--- src/rtl/ptmr_pkg.sv ---
// Package: shared register addresses and mode encoding for the preloadable timer.
// Assumes a two-bit register address and a two-bit mode field in control bits 7:6.
package ptmr_pkg;
    typedef enum logic [1:0] {
        MODE_OFF   = 2'b00,
        MODE_EVENT = 2'b01,
        MODE_TIMER = 2'b10,
        MODE_RSVD  = 2'b11
    } ptmr_mode_e;

    localparam logic [1:0] ADDR_LO   = 2'd0;
    localparam logic [1:0] ADDR_HI   = 2'd1;
    localparam logic [1:0] ADDR_CTRL = 2'd2;

    localparam int CTRL_RUN_BIT = 4;
endpackage

--- src/rtl/ptmr_edge_sync.sv ---
// Module: brings an asynchronous input into the clock domain through a chain of
// STAGES flops, then gives a one-cycle pulse for each rising edge.
// Assumes each high and low level of the input lasts longer than one clock period.
module ptmr_edge_sync #(
    parameter int STAGES = 2
) (
    input  logic clk,
    input  logic rst_n,
    input  logic async_in,
    output logic rise_pulse
);
    logic [STAGES-1:0] sync_q;
    logic              prev_q;

    // Shift the input through the synchronizer chain and keep the last stage's previous value.
    always_ff @(posedge clk) begin
        if (!rst_n) begin
            sync_q <= '0;
            prev_q <= 1'b0;
        end else begin
            sync_q <= {sync_q[STAGES-2:0], async_in};
            prev_q <= sync_q[STAGES-1];
        end
    end

    // A rising edge is a new high level on the last stage.
    assign rise_pulse = sync_q[STAGES-1] & ~prev_q;

    AST_EDGE_SINGLE: assert property (@(posedge clk) disable iff (!rst_n)
        rise_pulse |=> !rise_pulse);
endmodule

--- src/rtl/ptmr_core.sv ---
// Module: the counter datapath. It loads directly, counts up, reloads from the
// preload at the top value and pulses the overflow request.
// Assumes load_now and step are never both high (load only happens while stopped).
module ptmr_core #(
    parameter int CNT_W = 16
) (
    input  logic             clk,
    input  logic             rst_n,
    input  logic             step,
    input  logic             load_now,
    input  logic [CNT_W-1:0] load_val,
    input  logic [CNT_W-1:0] preload,
    output logic [CNT_W-1:0] count,
    output logic             ovf
);
    localparam logic [CNT_W-1:0] TOP = '1;

    logic past_valid;

    // Count register: direct load, reload at the top value, or increment.
    always_ff @(posedge clk) begin
        if (!rst_n) begin
            count <= '0;
            ovf   <= 1'b0;
        end else begin
            ovf <= 1'b0;
            if (load_now) begin
                count <= load_val;
            end else if (step) begin
                if (count == TOP) begin
                    count <= preload;
                    ovf   <= 1'b1;
                end else begin
                    count <= count + 1'b1;
                end
            end
        end
    end

    // Marks the cycles in which $past refers to post-reset state.
    always_ff @(posedge clk) begin
        if (!rst_n) past_valid <= 1'b0;
        else        past_valid <= 1'b1;
    end

    AST_OVF_AT_TOP: assert property (@(posedge clk) disable iff (!rst_n)
        (past_valid && ovf) |-> ($past(count) == TOP));
    AST_STEP_PLUS_ONE: assert property (@(posedge clk) disable iff (!rst_n)
        (past_valid && $past(step) && !$past(load_now) && $past(count) != TOP)
            |-> (count == $past(count) + 1'b1));
    AST_HOLD_IDLE: assert property (@(posedge clk) disable iff (!rst_n)
        (past_valid && !$past(step) && !$past(load_now)) |-> $stable(count));
    AST_LOAD_STEP_EXCL: assert property (@(posedge clk) disable iff (!rst_n)
        !(step && load_now));
endmodule

--- src/rtl/ptmr_top.sv ---
// Module: register front end of the preloadable timer/event counter. It holds the
// byte-split preload buffer, the control register and the coherent read capture.
// Assumes one register access per cycle. rdata is combinational and valid while rd_en is high.
module ptmr_top #(
    parameter int BYTE_W      = 8,
    parameter int SYNC_STAGES = 2
) (
    input  logic              clk,
    input  logic              rst_n,
    input  logic              wr_en,
    input  logic              rd_en,
    input  logic [1:0]        addr,
    input  logic [BYTE_W-1:0] wdata,
    output logic [BYTE_W-1:0] rdata,
    input  logic              tick_en,
    input  logic              evt_in,
    output logic              ovf_req
);
    import ptmr_pkg::*;

    localparam int CNT_W = 2 * BYTE_W;

    logic [BYTE_W-1:0] lo_buf_q;
    logic [CNT_W-1:0]  preload_q;
    logic [BYTE_W-1:0] hi_cap_q;
    ptmr_mode_e        mode_q;
    logic              run_q;
    logic [CNT_W-1:0]  count;
    logic [CNT_W-1:0]  new_preload;
    logic              evt_rise;
    logic              step;
    logic              wr_lo, wr_hi, wr_ctrl, rd_lo;
    logic              past_valid;

    assign wr_lo   = wr_en && (addr == ADDR_LO);
    assign wr_hi   = wr_en && (addr == ADDR_HI);
    assign wr_ctrl = wr_en && (addr == ADDR_CTRL);
    assign rd_lo   = rd_en && (addr == ADDR_LO);
    assign new_preload = {wdata, lo_buf_q};

    ptmr_edge_sync #(.STAGES(SYNC_STAGES)) u_sync (
        .clk       (clk),
        .rst_n     (rst_n),
        .async_in  (evt_in),
        .rise_pulse(evt_rise)
    );

    // Pick the count source for the selected mode; other modes never step.
    always_comb begin
        step = 1'b0;
        if (run_q) begin
            case (mode_q)
                MODE_TIMER: step = tick_en;
                MODE_EVENT: step = evt_rise;
                default:    step = 1'b0;
            endcase
        end
    end

    ptmr_core #(.CNT_W(CNT_W)) u_core (
        .clk     (clk),
        .rst_n   (rst_n),
        .step    (step),
        .load_now(wr_hi && !run_q),
        .load_val(new_preload),
        .preload (preload_q),
        .count   (count),
        .ovf     (ovf_req)
    );

    // Register writes: low-byte buffer, atomic preload commit, control fields.
    always_ff @(posedge clk) begin
        if (!rst_n) begin
            lo_buf_q  <= '0;
            preload_q <= '0;
            mode_q    <= MODE_OFF;
            run_q     <= 1'b0;
        end else begin
            if (wr_lo) lo_buf_q <= wdata;
            if (wr_hi) preload_q <= new_preload;
            if (wr_ctrl) begin
                mode_q <= ptmr_mode_e'(wdata[7:6]);
                run_q  <= wdata[CTRL_RUN_BIT];
            end
        end
    end

    // Capture the count's high byte whenever the low byte is read.
    always_ff @(posedge clk) begin
        if (!rst_n)     hi_cap_q <= '0;
        else if (rd_lo) hi_cap_q <= count[CNT_W-1:BYTE_W];
    end

    // Read multiplexer.
    always_comb begin
        rdata = '0;
        if (rd_en) begin
            case (addr)
                ADDR_LO:   rdata = count[BYTE_W-1:0];
                ADDR_HI:   rdata = hi_cap_q;
                ADDR_CTRL: begin
                    rdata[7:6]          = mode_q;
                    rdata[CTRL_RUN_BIT] = run_q;
                end
                default:   rdata = '0;
            endcase
        end
    end

    // Marks the cycles in which $past refers to post-reset state.
    always_ff @(posedge clk) begin
        if (!rst_n) past_valid <= 1'b0;
        else        past_valid <= 1'b1;
    end

    AST_PRELOAD_ATOMIC: assert property (@(posedge clk) disable iff (!rst_n)
        (past_valid && $past(wr_hi))
            |-> (preload_q == {$past(wdata), $past(lo_buf_q)}));
    AST_LO_KEEPS_PRELOAD: assert property (@(posedge clk) disable iff (!rst_n)
        (past_valid && !$past(wr_hi)) |-> $stable(preload_q));
    AST_RUN_WRITE_NO_LOAD: assert property (@(posedge clk) disable iff (!rst_n)
        (past_valid && $past(wr_hi) && $past(run_q) && !$past(step)) |-> $stable(count));
    AST_OVF_NOT_STOPPED: assert property (@(posedge clk) disable iff (!rst_n)
        (past_valid && ovf_req) |-> $past(run_q));
endmodule

--- config.mk ---
export PLATFORM = sky130hd
export DESIGN_NAME = ptmr_top
export DESIGN_NICKNAME = d
export VERILOG_FILES = /design/src/rtl/ptmr_pkg.sv /design/src/rtl/ptmr_edge_sync.sv /design/src/rtl/ptmr_core.sv /design/src/rtl/ptmr_top.sv
export SDC_FILE = /design/constraint.sdc
export NUM_CORES = 1
export LEC_CHECK = 0
export BUFFER_PORTS_ARGS = -buffer_cell sky130_fd_sc_hd__buf_4
export CAP_MARGIN = 25
export CORE_MARGIN = 2
export CORE_UTILIZATION = 63
export CTS_CLUSTER_DIAMETER = 120
export CTS_CLUSTER_SIZE = 28
export DETAILED_ROUTE_END_ITERATION = 8
export GPL_ROUTABILITY_DRIVEN = 0
export PLACE_DENSITY = 0.84
export SETUP_SLACK_MARGIN = 0.05
export SLEW_MARGIN = 20
export SYNTH_ARGS = -nofsm -noshare
export SYNTH_HDL_FRONTEND = slang
export SYNTH_HIERARCHICAL = 1
export SYNTH_SLANG_ARGS = --single-unit
--- constraint.sdc ---
create_clock -name clk -period 4.39 [get_ports clk]
set_input_delay 0.2195 -clock clk [delete_from_list [all_inputs] [get_ports clk]]
set_output_delay 0.2195 -clock clk [all_outputs]
set_load 0.02 [all_outputs]
== Word-level counts from Yosys, hierarchy flattened ==
Cells that the tools add are included.
Storage, ports and cells
  register bits after elaboration: 55
  output and inout bits: 9
Operators by class
  add/subtract/negate cells: 1
  equal/unequal tests: 5
  multiplexer cells: 11
  bitwise operators: 4
  reduce and logical (&&, ||, !) cells: 9
Operator list (count)
  16-bit 2-to-1 mux: 3
  16-bit by 1-bit adder with 16-bit output, second input constant: 1
  16-bit equality test, second input constant: 1
  8-bit 2-to-1 mux: 1
  4-bit one-hot mux with 2 select lines: 1
  2-bit one-hot mux with 3 select lines: 1
  1-bit logical AND: 5
  2-bit by 1-bit equality test with 1-bit output, second input constant: 2
  2-bit equality test, second input constant: 2
  1-bit one-hot mux with 2 select lines: 2
  1-bit inverter: 3
  1-bit one-hot mux with 3 select lines: 1
  3-bit OR reduction: 1
  2-bit zero test: 1
  1-bit 2-to-1 mux: 2
  2-bit nonzero test: 1
  1-bit bitwise AND: 1
  1-bit zero test: 1

== Logic depth before layout (Yosys ltp) ==
  word-level depth: 6
  depth in mapped cells: 9
  gate-level depth less buffers: 8

== Modules after synthesis ==
Netlist, hierarchy kept.
Modules (own cells, without submodules)
  ptmr_top: times used 1, cells an instance 166, area each 1586.5 um2, sequential area each 700.7 um2
  ptmr_core: times used 1, cells an instance 154, area each 1222.4 um2, sequential area each 340.3 um2
  ptmr_edge_sync: times used 1, cells an instance 7, area each 92.6 um2, sequential area each 60.1 um2

== Worst setup path before layout ==
Ideal clock, no wire load.
  path type: register to register
  from: register mode_q[0]
  to: register u_core.count[12]
  library setup time: 0.115 ns
  arrival: 1.693 ns
  data required time: 4.275 ns
  path slack: 2.583 ns
  stages on the path, launching flop included: 8
  period minus slack after synthesis: 1.807 ns
  path through: dfxtp_1 inv_1 ha_1 nor3b_1 clkbuf_1 clkbuf_1 a311oi_1 o21a_1
On the way
  longest elaborated chain between the ends: 4
  elaborated cells on any way between the ends: 5
RTL lines
  start, declared: RTL line ptmr_top.sv:26  | ptmr_mode_e mode_q;
  start signal, assigned: RTL line ptmr_top.sv:82  | mode_q <= ptmr_mode_e'(wdata[7:6]);
  2-bit by 1-bit equality test with 1-bit output / 2-bit equality test (equally long branches): RTL line ptmr_top.sv:52  | case (mode_q)
  1-bit one-hot mux with 2 select lines (*): RTL line ptmr_top.sv:52
  1-bit 2-to-1 mux (*): RTL line ptmr_top.sv:51  | if (run_q) begin
  named net step: RTL line ptmr_top.sv:31  | logic step;
  2-bit nonzero test (no source line) (*)
  end signal, assigned: RTL line ptmr_core.sv:28  | count <= load_val;
  end signal, assigned: RTL line ptmr_core.sv:31  | count <= preload;
  end signal, assigned: RTL line ptmr_core.sv:34  | count <= count + 1'b1;
  end, declared: RTL line ptmr_core.sv:13  | output logic [CNT_W-1:0] count,
The timed path passes the listed nets; every way through them passes the cells marked *.
A chain may end at the register's enable or synchronous reset.

== Final worst setup path ==
  from: register u_core.count[13]
  to: register u_core.count[10]
On the way
  longest elaborated chain between the ends: 4
RTL lines
  16-bit equality test: RTL line ptmr_core.sv:30  | if (count == TOP) begin
  16-bit 2-to-1 mux: RTL line ptmr_core.sv:30
  16-bit 2-to-1 mux: RTL line ptmr_core.sv:29  | end else if (step) begin
  16-bit 2-to-1 mux: RTL line ptmr_core.sv:27  | if (load_now) begin
No other way between the ends. The select of a mux whose other input is x is not followed.

==> summary.txt <==
Layout
  • Post-route cell area: 3130 µm²
  • Layout Nets: 358
  • Layout area overhead: 7.85%
  • Antenna Cells: 0
  • Layout cells sized above 1: 0.145

Critical path
  • CP bufs+invs: 0
  • Crit Reg-Reg Endpoint: u_core/count[10]$_SDFFE_PN0P_
  • CP max FO: 10
  • R2R cell count: 4
  • CP max-delay cell: or4_1
  • Crit-path cells: nand4_1 -> or4_1 -> o21ai_0 -> o22ai_1
  • Crit. End Element: flip-flop
  • WP data arrival: 2370 ps
  • Worst path max stage delay: 830 ps
  • Worst r2r src: u_core/count[13]$_SDFFE_PN0P_
  • CP required: 4580 ps
  • Setup CP Type: reg -> reg
  • Crit-path leading delay family: simple AND/OR/NAND/NOR gates
  • R2R setup slack: between 2000 and 2500 ps
  • Startpoint types: flip-flop

Floorplan
  • Die W: 71.9 µm
  • CORE AREA: 4380 µm²
  • Die area: 5160 µm²
  • # rows: 24
  • Initial Utilization: 0.662
  • Die height: 71.9 µm
  • I/O pin count: 25

Hold path
  • Worst hold path endpoint: u_sync/sync_q[0]$_SDFF_PN0_
  • Min-delay worst type: in -> reg
  • Hold path startpoint: evt_in
  • Hold path depth: 2

Yosys
  • Warnings from Yosys: 6
  • Count of cell types in the netlist: 51
  • Synthesized area: 2900 µm²
  • Net Count, Synth: 346
  • Mean area per synthesized cell: 8.87 µm²
  • Mapped Cells: 327
  • #FFs+latches synth: 55
  • Post-synthesis sequential area ratio: 0.379

STA
  • FMAX: approximately 460 MHz
  • Max Slew Vio Count: 0
  • Crit path time final: roughly 2200 ps
  • Clock skew: 10.8 ps
  • Slew margin rel.: 0.321
  • Final period util: 0.496
  • Total negative slack: 0 ps
  • Final Hold Viols: 0
  • Worst slew pin tran: 1010 ps
  • Final setup fails: 0
  • Unrepaired setup endpoints after global routing: no

Flow run
  • Max Cap Violations: 0

Clock tree
  • Number of CTS-inserted buffers: 5
  • CTS resizes: 0
  • CTS root buffer: clkbuf_8
  • Clk Latency, worst-skew pair: 310 ps
  • CTS tree: done
  • Clock sink total: 55
  • Clk buf depth: 2
  • Post-CTS setup buffers: 0
  • H-tree depth: 2
  • Clock-pin slew on the worst setup and hold paths: 100 ps
  • Hold-fix buffers, CTS: 0

Routing
  • DRT iter0 DRCs: between 300 and 400
  • Drt pass-1 iters: 5
  • Vias per cell: 6.29
  • DR vias: 2460
  • # DRC: 0
  • Post-Route WL: 6490 µm
  • Post-route ant nets: 0
  • Avg WL per Cell: 16.6 µm

GRT
  • Overflow after GRT: 0
  • Largest net degree at the start of global routing: 62
  • Gr usage total: 0.273
  • Vias in the first global route: about 2300
  • Antenna violations before repair: 0
  • First-pass GRT wire length: 11100 µm

Power
  • Cell area power density: between 200 and 300 nW/µm²
  • Peak VDD IR: 0.215 mV
  • Leakage: 1.23 nW

Placed design
  • Hpwl dp: approximately 4600 µm
  • I/O Buffers: 24
  • Placed Area: 3030 µm²

Outcome
  • Outcome: complete, no violations
[synth_stat cells, drive strengths merged]
master,count,share of area
nor2b,1,0.0047
a21oi,13,0.022
o32ai,2,0.0060
dfxtp,55,0.38
o2bb2ai,1,0.0030
a22oi,1,0.0026
or2,1,0.0022
nor2,10,0.019
nand2,62,0.080
nand3b,2,0.0095
inv,9,0.012
ha,3,0.013
nand4,8,0.022
a21o,1,0.0026
o31a,1,0.0030
a211oi,1,0.0026
o31ai,1,0.0026
a22o,3,0.0099
xnor2,2,0.0060
nand2b,3,0.0065
buf,8,0.028
or4,2,0.0052
o41ai,1,0.0030
a311oi,2,0.0060
a31oi,2,0.0043
nor4,6,0.018
nor3b,12,0.034
nand3,7,0.016
nor3,11,0.019
clkbuf,13,0.017
or3b,1,0.0030
o21a,3,0.0078
nand4b,1,0.0030
o21ai,11,0.019
o211ai,1,0.0043
xor2,2,0.0060
and2,3,0.0065
o22ai,13,0.028
and3,2,0.0043
mux2i,46,0.16
[state kept, by name, indices dropped and copies added (netlist names)]
| name | count |
|---|---|
| mode_q | 2 |
| lo_buf_q | 8 |
| u_core/ovf | 1 |
| u_core/count | 16 |
| u_sync/sync_q | 2 |
| preload_q | 16 |
| u_sync/prev_q | 1 |
| run_q | 1 |
| hi_cap_q | 8 |
[report_power, final]
| part | internal [mW] | switching, mW |
|---|---|---|
| clock network | 0.124 | 0.156 |
| registers | 0.510 | 0.0122 |
| logic | 0.0322 | 0.0425 |
| total | 0.667 | 0.211 |
[layer usage]
| layer | track usage | up-vias | share of wire |
|---|---|---|---|
| met5 | 0 | - | 0 |
| met4 | 0.0734 | 0 | 0.011 |
| met3 | 0.0492 | 8 | 0.076 |
| met2 | 0.438 | 116 | 0.46 |
| met1 | 0.379 | 1147 | 0.45 |
| li1 | - | 1189 | - |
[layout by cell type (no fill, tap or decap), drive strengths merged, types with 2 or more instances in the layout]
| cell type | count |
|---|---|
| nand2 | 62 |
| dfxtp | 55 |
| mux2i | 46 |
| buf | 26 |
| o22ai | 13 |
| a21oi | 13 |
| nor3b | 12 |
| nor3 | 11 |
| o21ai | 11 |
| nor2 | 10 |
| inv | 9 |
| nand4 | 8 |
| nand3 | 7 |
| clkbuf | 6 |
| nor4 | 6 |
| nand2b | 3 |
| ha | 3 |
| o21a | 3 |
| and2 | 3 |
| a22o | 3 |
| a31oi | 2 |
| or4 | 2 |
| and3 | 2 |
| a311oi | 2 |
| xnor2 | 2 |
| xor2 | 2 |
| o32ai | 2 |
| nand3b | 2 |
[cells by family (layout without fill, tap and decap cells)]
family | after synthesis | count (layout) | synth area share
fa+ha+maj | 3 | 3 | 0.0129
flops | 55 | 55 | 0.379
xor+xnor | 4 | 4 | 0.0121
mux | 46 | 46 | 0.159
compound gates | 57 | 57 | 0.127
buf+inv | 30 | 42 | 0.0565
simple gates | 132 | 132 | 0.253
[worst max-delay path by stage]
stage | depth (start not counted) | endpoint | startpoint
final | 4 | u_core/count[10]$_SDFFE_PN0P_ | u_core/count[13]$_SDFFE_PN0P_
after global routing | 5 | u_core/count[11]$_SDFFE_PN0P_ | u_core/count[1]$_SDFFE_PN0P_
after floorplan | 7 | u_core/count[12]$_SDFFE_PN0P_ | mode_q[0]$_SDFFE_PN0P_
after detailed placement | 6 | u_core/count[14]$_SDFFE_PN0P_ | mode_q[0]$_SDFFE_PN0P_
after CTS | 6 | u_core/count[14]$_SDFFE_PN0P_ | mode_q[0]$_SDFFE_PN0P_
after global placement | 6 | u_core/count[14]$_SDFFE_PN0P_ | mode_q[0]$_SDFFE_PN0P_
[through the flow]
stage | instances | hold slack [ps] | utilization | power (mW) | worst slack [ps]
floorplan | 327 | 337 | - | 0.584 | 2580
global placement | 383 | 413 | 0.692 | 0.606 | 1930
detailed placement | 383 | 413 | 0.692 | 0.608 | 1830
CTS | 390 | 114 | 0.712 | 0.881 | 1780
global route | 391 | 128 | 0.714 | 0.912 | 2130
finish | 391 | 118 | 0.714 | 0.877 | 2210
[final cells by class]
cell class                 instances  area (µm²)
fill                             357        1250
timing repair buffer              26         195
tap                               52        65.1
multi-input combinational        242        1650
clock buffer                       6        82.6
inverter                           9        33.8
sequential                        55        1100
clock inverter                     1        5.00
Note: power is estimated with default switching activity, not from simulation.
